==> config.mk <==
export PLATFORM = sky130hd
export DESIGN_NAME = bus_perf_counter
export DESIGN_NICKNAME = d
export VERILOG_FILES = /design/src/rtl/perf_mon_pkg.sv /design/src/rtl/perf_ctrl_regs.sv /design/src/rtl/perf_counter.sv /design/src/rtl/perf_read_mux.sv /design/src/rtl/bus_perf_counter.sv
export SDC_FILE = /design/constraint.sdc
export NUM_CORES = 1
export LEC_CHECK = 0
export BUFFER_PORTS_ARGS = -buffer_cell sky130_fd_sc_hd__buf_2
export CAP_MARGIN = 20
export CORE_MARGIN = 1
export CORE_UTILIZATION = 55
export CTS_CLUSTER_SIZE = 24
export DETAILED_ROUTE_END_ITERATION = 8
export GPL_ROUTABILITY_DRIVEN = 0
export PLACE_DENSITY = 0.8
export SETUP_SLACK_MARGIN = 0.5
export SLEW_MARGIN = 15
export SYNTH_ARGS = -nofsm -noshare
export SYNTH_HDL_FRONTEND = slang
export SYNTH_SLANG_ARGS = --single-unit
==> constraint.sdc <==
create_clock -name clk -period 4.9 [get_ports clk]
set_input_delay 0.245 -clock clk [delete_from_list [all_inputs] [get_ports clk]]
set_output_delay 0.245 -clock clk [all_outputs]
set_load 0.1 [all_outputs]
==> src/rtl/perf_mon_pkg.sv <==
package perf_mon_pkg;

  localparam int DATA_W = 32;

  // Word indexes (byte offset / 4) of the register map.
  localparam int W_CTRL     = 0;
  localparam int W_MASK_SET = 1;
  localparam int W_MASK_CLR = 2;
  localparam int W_CYCLES   = 3;
  localparam int W_EVT_BASE = 4;
  localparam int W_SEL_BASE = 12;

  // Control bit positions.
  localparam int CTRL_RUN     = 0;
  localparam int CTRL_EVT_CLR = 1;
  localparam int CTRL_CYC_CLR = 2;

  // Event select bit positions.
  localparam int SEL_RD = 0;
  localparam int SEL_WR = 1;

  typedef logic [1:0] evt_sel_t;
  typedef logic [1:0] step_t;

endpackage

==> src/rtl/perf_ctrl_regs.sv <==
module perf_ctrl_regs
  import perf_mon_pkg::*;
#(
  parameter int NUM_EVT = 4,
  parameter int WORD_W  = 6
) (
  input  logic                   clk,
  input  logic                   rst_n,
  input  logic                   wr_en,
  input  logic [WORD_W-1:0]      wr_word,
  input  logic [DATA_W-1:0]      wdata,
  output logic                   run,
  output logic                   evt_clr,
  output logic                   cyc_clr,
  output logic [NUM_EVT:0]       mask,
  output evt_sel_t [NUM_EVT-1:0] sel
);

  localparam logic [WORD_W-1:0] CTRL_WORD = WORD_W'(W_CTRL);
  localparam logic [WORD_W-1:0] SET_WORD  = WORD_W'(W_MASK_SET);
  localparam logic [WORD_W-1:0] CLR_WORD  = WORD_W'(W_MASK_CLR);

  logic                   run_d, run_q, run_en;
  logic [NUM_EVT:0]       mask_d, mask_q;
  logic                   mask_en;
  evt_sel_t [NUM_EVT-1:0] sel_q;
  logic                   wr_ctrl;

  logic unused_wdata_bits;
  assign unused_wdata_bits = ^wdata;

  assign wr_ctrl = wr_en && (wr_word == CTRL_WORD);

  // Clear strobes act at the edge of the control write itself.
  assign evt_clr = wr_ctrl && wdata[CTRL_EVT_CLR];
  assign cyc_clr = wr_ctrl && wdata[CTRL_CYC_CLR];

  always_comb begin
    run_en = wr_ctrl;
    run_d  = wdata[CTRL_RUN];
  end

  always_comb begin
    mask_en = 1'b0;
    mask_d  = mask_q;
    if (wr_en && (wr_word == SET_WORD)) begin
      mask_en = 1'b1;
      mask_d  = mask_q | wdata[NUM_EVT:0];
    end else if (wr_en && (wr_word == CLR_WORD)) begin
      mask_en = 1'b1;
      mask_d  = mask_q & ~wdata[NUM_EVT:0];
    end
  end

  always_ff @(posedge clk or negedge rst_n) begin
    if (!rst_n) begin
      run_q <= 1'b0;
    end else if (run_en) begin
      run_q <= run_d;
    end
  end

  always_ff @(posedge clk or negedge rst_n) begin
    if (!rst_n) begin
      mask_q <= '0;
    end else if (mask_en) begin
      mask_q <= mask_d;
    end
  end

  for (genvar i = 0; i < NUM_EVT; i++) begin : g_sel
    localparam logic [WORD_W-1:0] MY_WORD = WORD_W'(W_SEL_BASE + i);
    logic     sel_en;
    evt_sel_t sel_d;

    always_comb begin
      sel_en = wr_en && (wr_word == MY_WORD);
      sel_d  = wdata[1:0];
    end

    always_ff @(posedge clk or negedge rst_n) begin
      if (!rst_n) begin
        sel_q[i] <= '0;
      end else if (sel_en) begin
        sel_q[i] <= sel_d;
      end
    end
  end

  assign run  = run_q;
  assign mask = mask_q;
  assign sel  = sel_q;

endmodule

==> src/rtl/perf_counter.sv <==
module perf_counter
  import perf_mon_pkg::*;
#(
  parameter int W = 32
) (
  input  logic         clk,
  input  logic         rst_n,
  input  logic         clr,
  input  step_t        step,
  output logic [W-1:0] cnt
);

  logic [W-1:0] cnt_d, cnt_q;
  logic         cnt_en;

  always_comb begin
    cnt_en = clr || (step != 2'd0);
    if (clr) begin
      cnt_d = '0;
    end else begin
      cnt_d = cnt_q + W'(step);
    end
  end

  always_ff @(posedge clk or negedge rst_n) begin
    if (!rst_n) begin
      cnt_q <= '0;
    end else if (cnt_en) begin
      cnt_q <= cnt_d;
    end
  end

  assign cnt = cnt_q;

endmodule

==> src/rtl/perf_read_mux.sv <==
module perf_read_mux
  import perf_mon_pkg::*;
#(
  parameter int NUM_EVT = 4,
  parameter int WORD_W  = 6,
  parameter int CNT_W   = 32,
  parameter int WIDE_W  = 40
) (
  input  logic                                word_ok,
  input  logic [WORD_W-1:0]                   word,
  input  logic                                run,
  input  logic [NUM_EVT:0]                    mask,
  input  evt_sel_t [NUM_EVT-1:0]              sel,
  input  logic [CNT_W-1:0]                    cyc_cnt,
  input  logic [NUM_EVT-2:0][CNT_W-1:0]       narrow_cnt,
  input  logic [WIDE_W-1:0]                   wide_cnt,
  output logic [DATA_W-1:0]                   rdata
);

  localparam int HI_W = WIDE_W - CNT_W;
  localparam logic [WORD_W-1:0] CTRL_WORD = WORD_W'(W_CTRL);
  localparam logic [WORD_W-1:0] SET_WORD  = WORD_W'(W_MASK_SET);
  localparam logic [WORD_W-1:0] CLR_WORD  = WORD_W'(W_MASK_CLR);
  localparam logic [WORD_W-1:0] CYC_WORD  = WORD_W'(W_CYCLES);
  localparam logic [WORD_W-1:0] LO_WORD   = WORD_W'(W_EVT_BASE + NUM_EVT - 1);
  localparam logic [WORD_W-1:0] HI_WORD   = WORD_W'(W_EVT_BASE + NUM_EVT);

  always_comb begin
    rdata = '0;
    if (word_ok) begin
      if (word == CTRL_WORD) rdata[CTRL_RUN] = run;
      if ((word == SET_WORD) || (word == CLR_WORD)) rdata[NUM_EVT:0] = mask;
      if (word == CYC_WORD) rdata[CNT_W-1:0] = cyc_cnt;
      for (int i = 0; i < NUM_EVT - 1; i++) begin
        if (word == WORD_W'(W_EVT_BASE + i)) rdata[CNT_W-1:0] = narrow_cnt[i];
      end
      if (word == LO_WORD) rdata[CNT_W-1:0] = wide_cnt[CNT_W-1:0];
      if (word == HI_WORD) rdata[HI_W-1:0]  = wide_cnt[WIDE_W-1:CNT_W];
      for (int i = 0; i < NUM_EVT; i++) begin
        if (word == WORD_W'(W_SEL_BASE + i)) rdata[1:0] = sel[i];
      end
    end
  end

endmodule

==> src/rtl/bus_perf_counter.sv <==
module bus_perf_counter
  import perf_mon_pkg::*;
#(
  parameter int ADDR_W  = 8,
  parameter int CNT_W   = 32,
  parameter int WIDE_W  = 40,
  parameter int NUM_EVT = 4
) (
  input  logic              clk,
  input  logic              rst_n,
  input  logic [ADDR_W-1:0] reg_addr,
  input  logic              reg_wr_en,
  input  logic [31:0]       reg_wdata,
  output logic [31:0]       reg_rdata,
  input  logic              rd_beat,
  input  logic              wr_beat
);

  localparam int WORD_W = ADDR_W - 2;

  logic                            word_ok;
  logic [WORD_W-1:0]               word;
  logic                            run;
  logic                            evt_clr;
  logic                            cyc_clr;
  logic [NUM_EVT:0]                mask;
  evt_sel_t [NUM_EVT-1:0]          sel;
  step_t [NUM_EVT-1:0]             evt_step;
  step_t                           cyc_step;
  logic [CNT_W-1:0]                cyc_cnt;
  logic [NUM_EVT-2:0][CNT_W-1:0]   narrow_cnt;
  logic [WIDE_W-1:0]               wide_cnt;

  assign word_ok = (reg_addr[1:0] == 2'b00);
  assign word    = reg_addr[ADDR_W-1:2];

  perf_ctrl_regs #(
    .NUM_EVT (NUM_EVT),
    .WORD_W  (WORD_W)
  ) ctrl_i (
    .clk     (clk),
    .rst_n   (rst_n),
    .wr_en   (reg_wr_en && word_ok),
    .wr_word (word),
    .wdata   (reg_wdata),
    .run     (run),
    .evt_clr (evt_clr),
    .cyc_clr (cyc_clr),
    .mask    (mask),
    .sel     (sel)
  );

  // Per-counter increment: 0, 1 or 2 beats in this cycle.
  always_comb begin
    for (int i = 0; i < NUM_EVT; i++) begin
      if (run && mask[i]) begin
        evt_step[i] = {1'b0, sel[i][SEL_RD] & rd_beat} +
                      {1'b0, sel[i][SEL_WR] & wr_beat};
      end else begin
        evt_step[i] = 2'd0;
      end
    end
    cyc_step = {1'b0, run & mask[NUM_EVT]};
  end

  perf_counter #(.W(CNT_W)) cyc_ctr_i (
    .clk   (clk),
    .rst_n (rst_n),
    .clr   (cyc_clr),
    .step  (cyc_step),
    .cnt   (cyc_cnt)
  );

  for (genvar i = 0; i < NUM_EVT - 1; i++) begin : g_narrow
    perf_counter #(.W(CNT_W)) evt_ctr_i (
      .clk   (clk),
      .rst_n (rst_n),
      .clr   (evt_clr),
      .step  (evt_step[i]),
      .cnt   (narrow_cnt[i])
    );
  end

  perf_counter #(.W(WIDE_W)) wide_ctr_i (
    .clk   (clk),
    .rst_n (rst_n),
    .clr   (evt_clr),
    .step  (evt_step[NUM_EVT-1]),
    .cnt   (wide_cnt)
  );

  perf_read_mux #(
    .NUM_EVT (NUM_EVT),
    .WORD_W  (WORD_W),
    .CNT_W   (CNT_W),
    .WIDE_W  (WIDE_W)
  ) rmux_i (
    .word_ok    (word_ok),
    .word       (word),
    .run        (run),
    .mask       (mask),
    .sel        (sel),
    .cyc_cnt    (cyc_cnt),
    .narrow_cnt (narrow_cnt),
    .wide_cnt   (wide_cnt),
    .rdata      (reg_rdata)
  );

endmodule

==> flow_metrics.py <==
metrics = {
    "outcome": {
        "status": "completed",
    },
    "detailed_routing": {
        "first_iter_violations": 900,
        "wl_um": 27000,
        "avgRoutedWirePerCell_um": 19.1,
        "detailedRoute.firstPassIterationCount": 9,
        "via_per_inst": 6.35,
        "remaining_drc_errors": 0,
        "vias": 8966,
        "ant_nets": 0,
    },
    "worst_setup_path": {
        "cp.required_ns": 4.66,
        "arrival_ns": 2.99,
        "start_kind": "primary input",
        "end_kind": "output pin",
        "cp_max_fo": 30,
        "reg2reg_depth": 10,
        "critPathKind": "in -> out",
    },
    "sta": {
        "max_freq_mhz": 309,
        "slew_violations": 0,
        "hold_slack_ns": 0.122,
        "finalCritPeriodShare_pct": 66.0,
        "worstMarginPinSlew_ns": 1.11,
        "setup_violations": 0,
        "slew_headroom_pct": 26.3,
        "final_hold_viol_count": 0,
        "clock_skew_ns": 0.00761,
        "finalSetupTns_ns": 0,
        "period_minus_slack_ns": 3.24,
        "rsz0062_at_grt": "false",
    },
    "min_path": {
        "hold_path_class": "in -> reg",
        "hold_depth": 3,
    },
    "clock_tree": {
        "htree_levels": 4,
        "numCtsBuffers": 17,
        "cts_hold_buffers": 1,
        "clkLatencyLatePin_ns": 0.44,
        "post-cts-setup-buffers": 0,
        "clock_sinks": 182,
        "clock_tree.root_cell": "clkbuf_16",
        "cts_resized": 0,
        "cts.clk_slew.worst_paths_ns": 0.07,
        "cts_tree": "done",
        "clockBufferDepth": 2,
    },
    "logic_synthesis": {
        "syn_avg_cell_area_um2": 9.23,
        "synthDistinctLibCells": 60,
        "syn_area_mm2": 0.0106,
        "yosys-top-cells-area": "dfrtp_1 43%, xor2_1 6.9%, nor2_1 6.0%, xnor2_1 4.1%, nand3_1 3.0%",
        "yosysWarnings": 0,
        "synth_cells": 1147,
        "synth-edff-count": 0,
        "synthFlopType": "dfrtp_1",
        "seq_area_frac_synth_pct": 43.0,
        "syn-num-nets": 1210,
        "netlist.area_leader.share_pct": 43.0,
        "ys_seq_elements": 182,
        "synth_top_cell_by_area": "dfrtp_1",
        "async_flop_share_pct": 100,
    },
    "placed_design": {
        "dpl.hpwl_um": 18800,
        "io_buffers": 49,
    },
    "cells_and_area": {
        "area_delta_synth_final_pct": 8.81,
        "layout.nets": 1229,
        "final_layout_size_suffix_gt1_share_pct": 10.6,
        "antennaDiodeCount": 0,
    },
    "power_and_ir_drop": {
        "leakage_nw": 4.95,
        "power.density_mw_per_mm2": 272,
        "peakVddDrop_mv": 0.252,
    },
    "die": {
        "num_rows": 50,
        "ios": 77,
        "dieArea_mm2": 0.0198,
        "design.core.area_mm2": 0.0188,
        "fp.dieH_um": 141,
        "initial_core_util_pct": 56.4,
        "die_x_um": 141,
    },
    "global_route": {
        "antenna_found_initial": 0,
        "grt-ovfl-total": 0,
        "grt_pass1_wl_um": 44200,
        "grt_pass1_vias": 8458,
        "grt_max_degree": 98,
        "track_usage_pct": 28.6,
    },
    "run": {
        "drv_cap": 0,
    },
}
[through the flow]
step	setup WS, ns	power [mW]	std cells	util, %	area (um^2)
global placement	1.68	1.72	1378	58.0	10900
floorplan	1.47	1.66	1147	-	10600
CTS	1.74	3.15	1412	61.4	11500
global route	1.50	3.23	1412	61.4	11500
finish	1.66	3.14	1412	61.4	11500
detailed placement	1.75	1.73	1380	58.1	10900
[synth_stat cells, types with 4 or more instances]
| cell type | instances |
|---|---|
| and3_1 | 22 |
| nand3_1 | 63 |
| a222oi_1 | 24 |
| a22oi_1 | 40 |
| nor3_1 | 19 |
| a21oi_1 | 55 |
| xnor2_1 | 49 |
| o211ai_1 | 8 |
| clkbuf_1 | 30 |
| or4_1 | 6 |
| inv_1 | 24 |
| o21ai_0 | 18 |
| a31oi_1 | 8 |
| o31ai_1 | 6 |
| nand2_1 | 84 |
| nor4_1 | 28 |
| nand2b_1 | 4 |
| nand4_1 | 49 |
| and2_1 | 20 |
| ha_1 | 14 |
| buf_2 | 16 |
| mux2_2 | 15 |
| fa_1 | 4 |
| and4_1 | 15 |
| xor2_1 | 84 |
| buf_6 | 11 |
| dfrtp_1 | 182 |
| nor2_1 | 168 |
| or3_1 | 19 |
| mux2i_1 | 11 |
[critical path: stages]
cell and delay [ns]:
buf_2 0.21, nor4_1 0.54, and2_1 0.94, a22oi_1 0.23
a21oi_1 0.33, buf_2 0.48
[metal layers]
| metal | up-vias | routed length (um) | GRT usage [%] |
|---|---|---|---|
| met1 | 4366 | 11800 | 40.4 |
| met4 | 0 | 672 | 10.1 |
| met2 | 370 | 12500 | 44.7 |
| met3 | 48 | 1980 | 4.93 |
| li1 | 4182 | - | - |
| met5 | - | 0 | 0 |
[worst paths after layout]
| path | start | endpoint | slack [ns] |
|---|---|---|---|
| worst min register to register | ctrl_i.sel[5] | ctrl_i.sel[5] | 0.54 |
| worst min-delay path | reg_wdata[4] | flip-flop | 0.12 |
| min in group asynchronous | rst_n | g_narrow[0].evt_ctr_i.cnt[0] | 0.40 |
| worst max-delay path | reg_addr[4] | reg_rdata[9] | 1.66 |
| worst max register to register | ctrl_i.sel[2] | g_narrow[1].evt_ctr_i.cnt[30] | 1.86 |
| max in group asynchronous | rst_n | cyc_ctr_i.cnt[8] | 3.31 |
[logic make-up after synthesis]
| group | Yosys count | share of synthesized area [%] |
|---|---|---|
| compound gates | 175 | 11.3 |
| xor+xnor | 133 | 11.0 |
| fa+ha+maj | 18 | 2.41 |
| buf+inv | 85 | 4.03 |
| flops | 182 | 43.0 |
| mux | 26 | 2.63 |
| simple gates | 528 | 25.6 |
[cell type report]
type | instances | area, um^2
well taps | 234 | 293
inverters | 24 | 90.1
multi-input cells | 880 | 5630
repair buffers | 61 | 354
flip-flops and latches | 182 | 4550
fillers | 1555 | 7240
clock buffers | 22 | 454
clock inverters | 9 | 151
[state kept, by name (all words and copies together) (netlist names), named ones only]
register	cells
wide_ctr_i.cnt	40
ctrl_i.sel	8
g_narrow.evt_ctr_i.cnt	96
ctrl_i.run	1
cyc_ctr_i.cnt	32
[cells in the final DEF (no fill, tap or decap), types with 4 or more instances in the layout]
master	n
and4_1	15
clkbuf_16	17
and3_1	22
inv_1	24
a31oi_1	8
a21oi_1	55
or4_1	6
a222oi_1	24
buf_2	48
o31ai_1	6
mux2_2	15
or3_1	19
and2_1	19
xor2_1	84
ha_1	14
nand3_1	63
o211ai_1	8
clkbuf_1	4
nand2b_1	4
xnor2_1	49
nor3_1	18
mux2i_1	11
dfrtp_1	182
o21ai_0	18
nor2_1	166
nor4_1	28
buf_4	9
nand4_1	49
nand2_1	84
nor3_2	4
bufinv_16	4
fa_1	4
a22oi_1	40
[power by group]
part	total (mW)	internal (mW)	switching [mW]	leakage, nW
sequential	1.55	1.52	0.0263	2.36
combinational	0.154	0.0452	0.109	2.29
clock	1.43	0.862	0.572	0.294
Note: power is estimated with default switching activity, not from simulation.
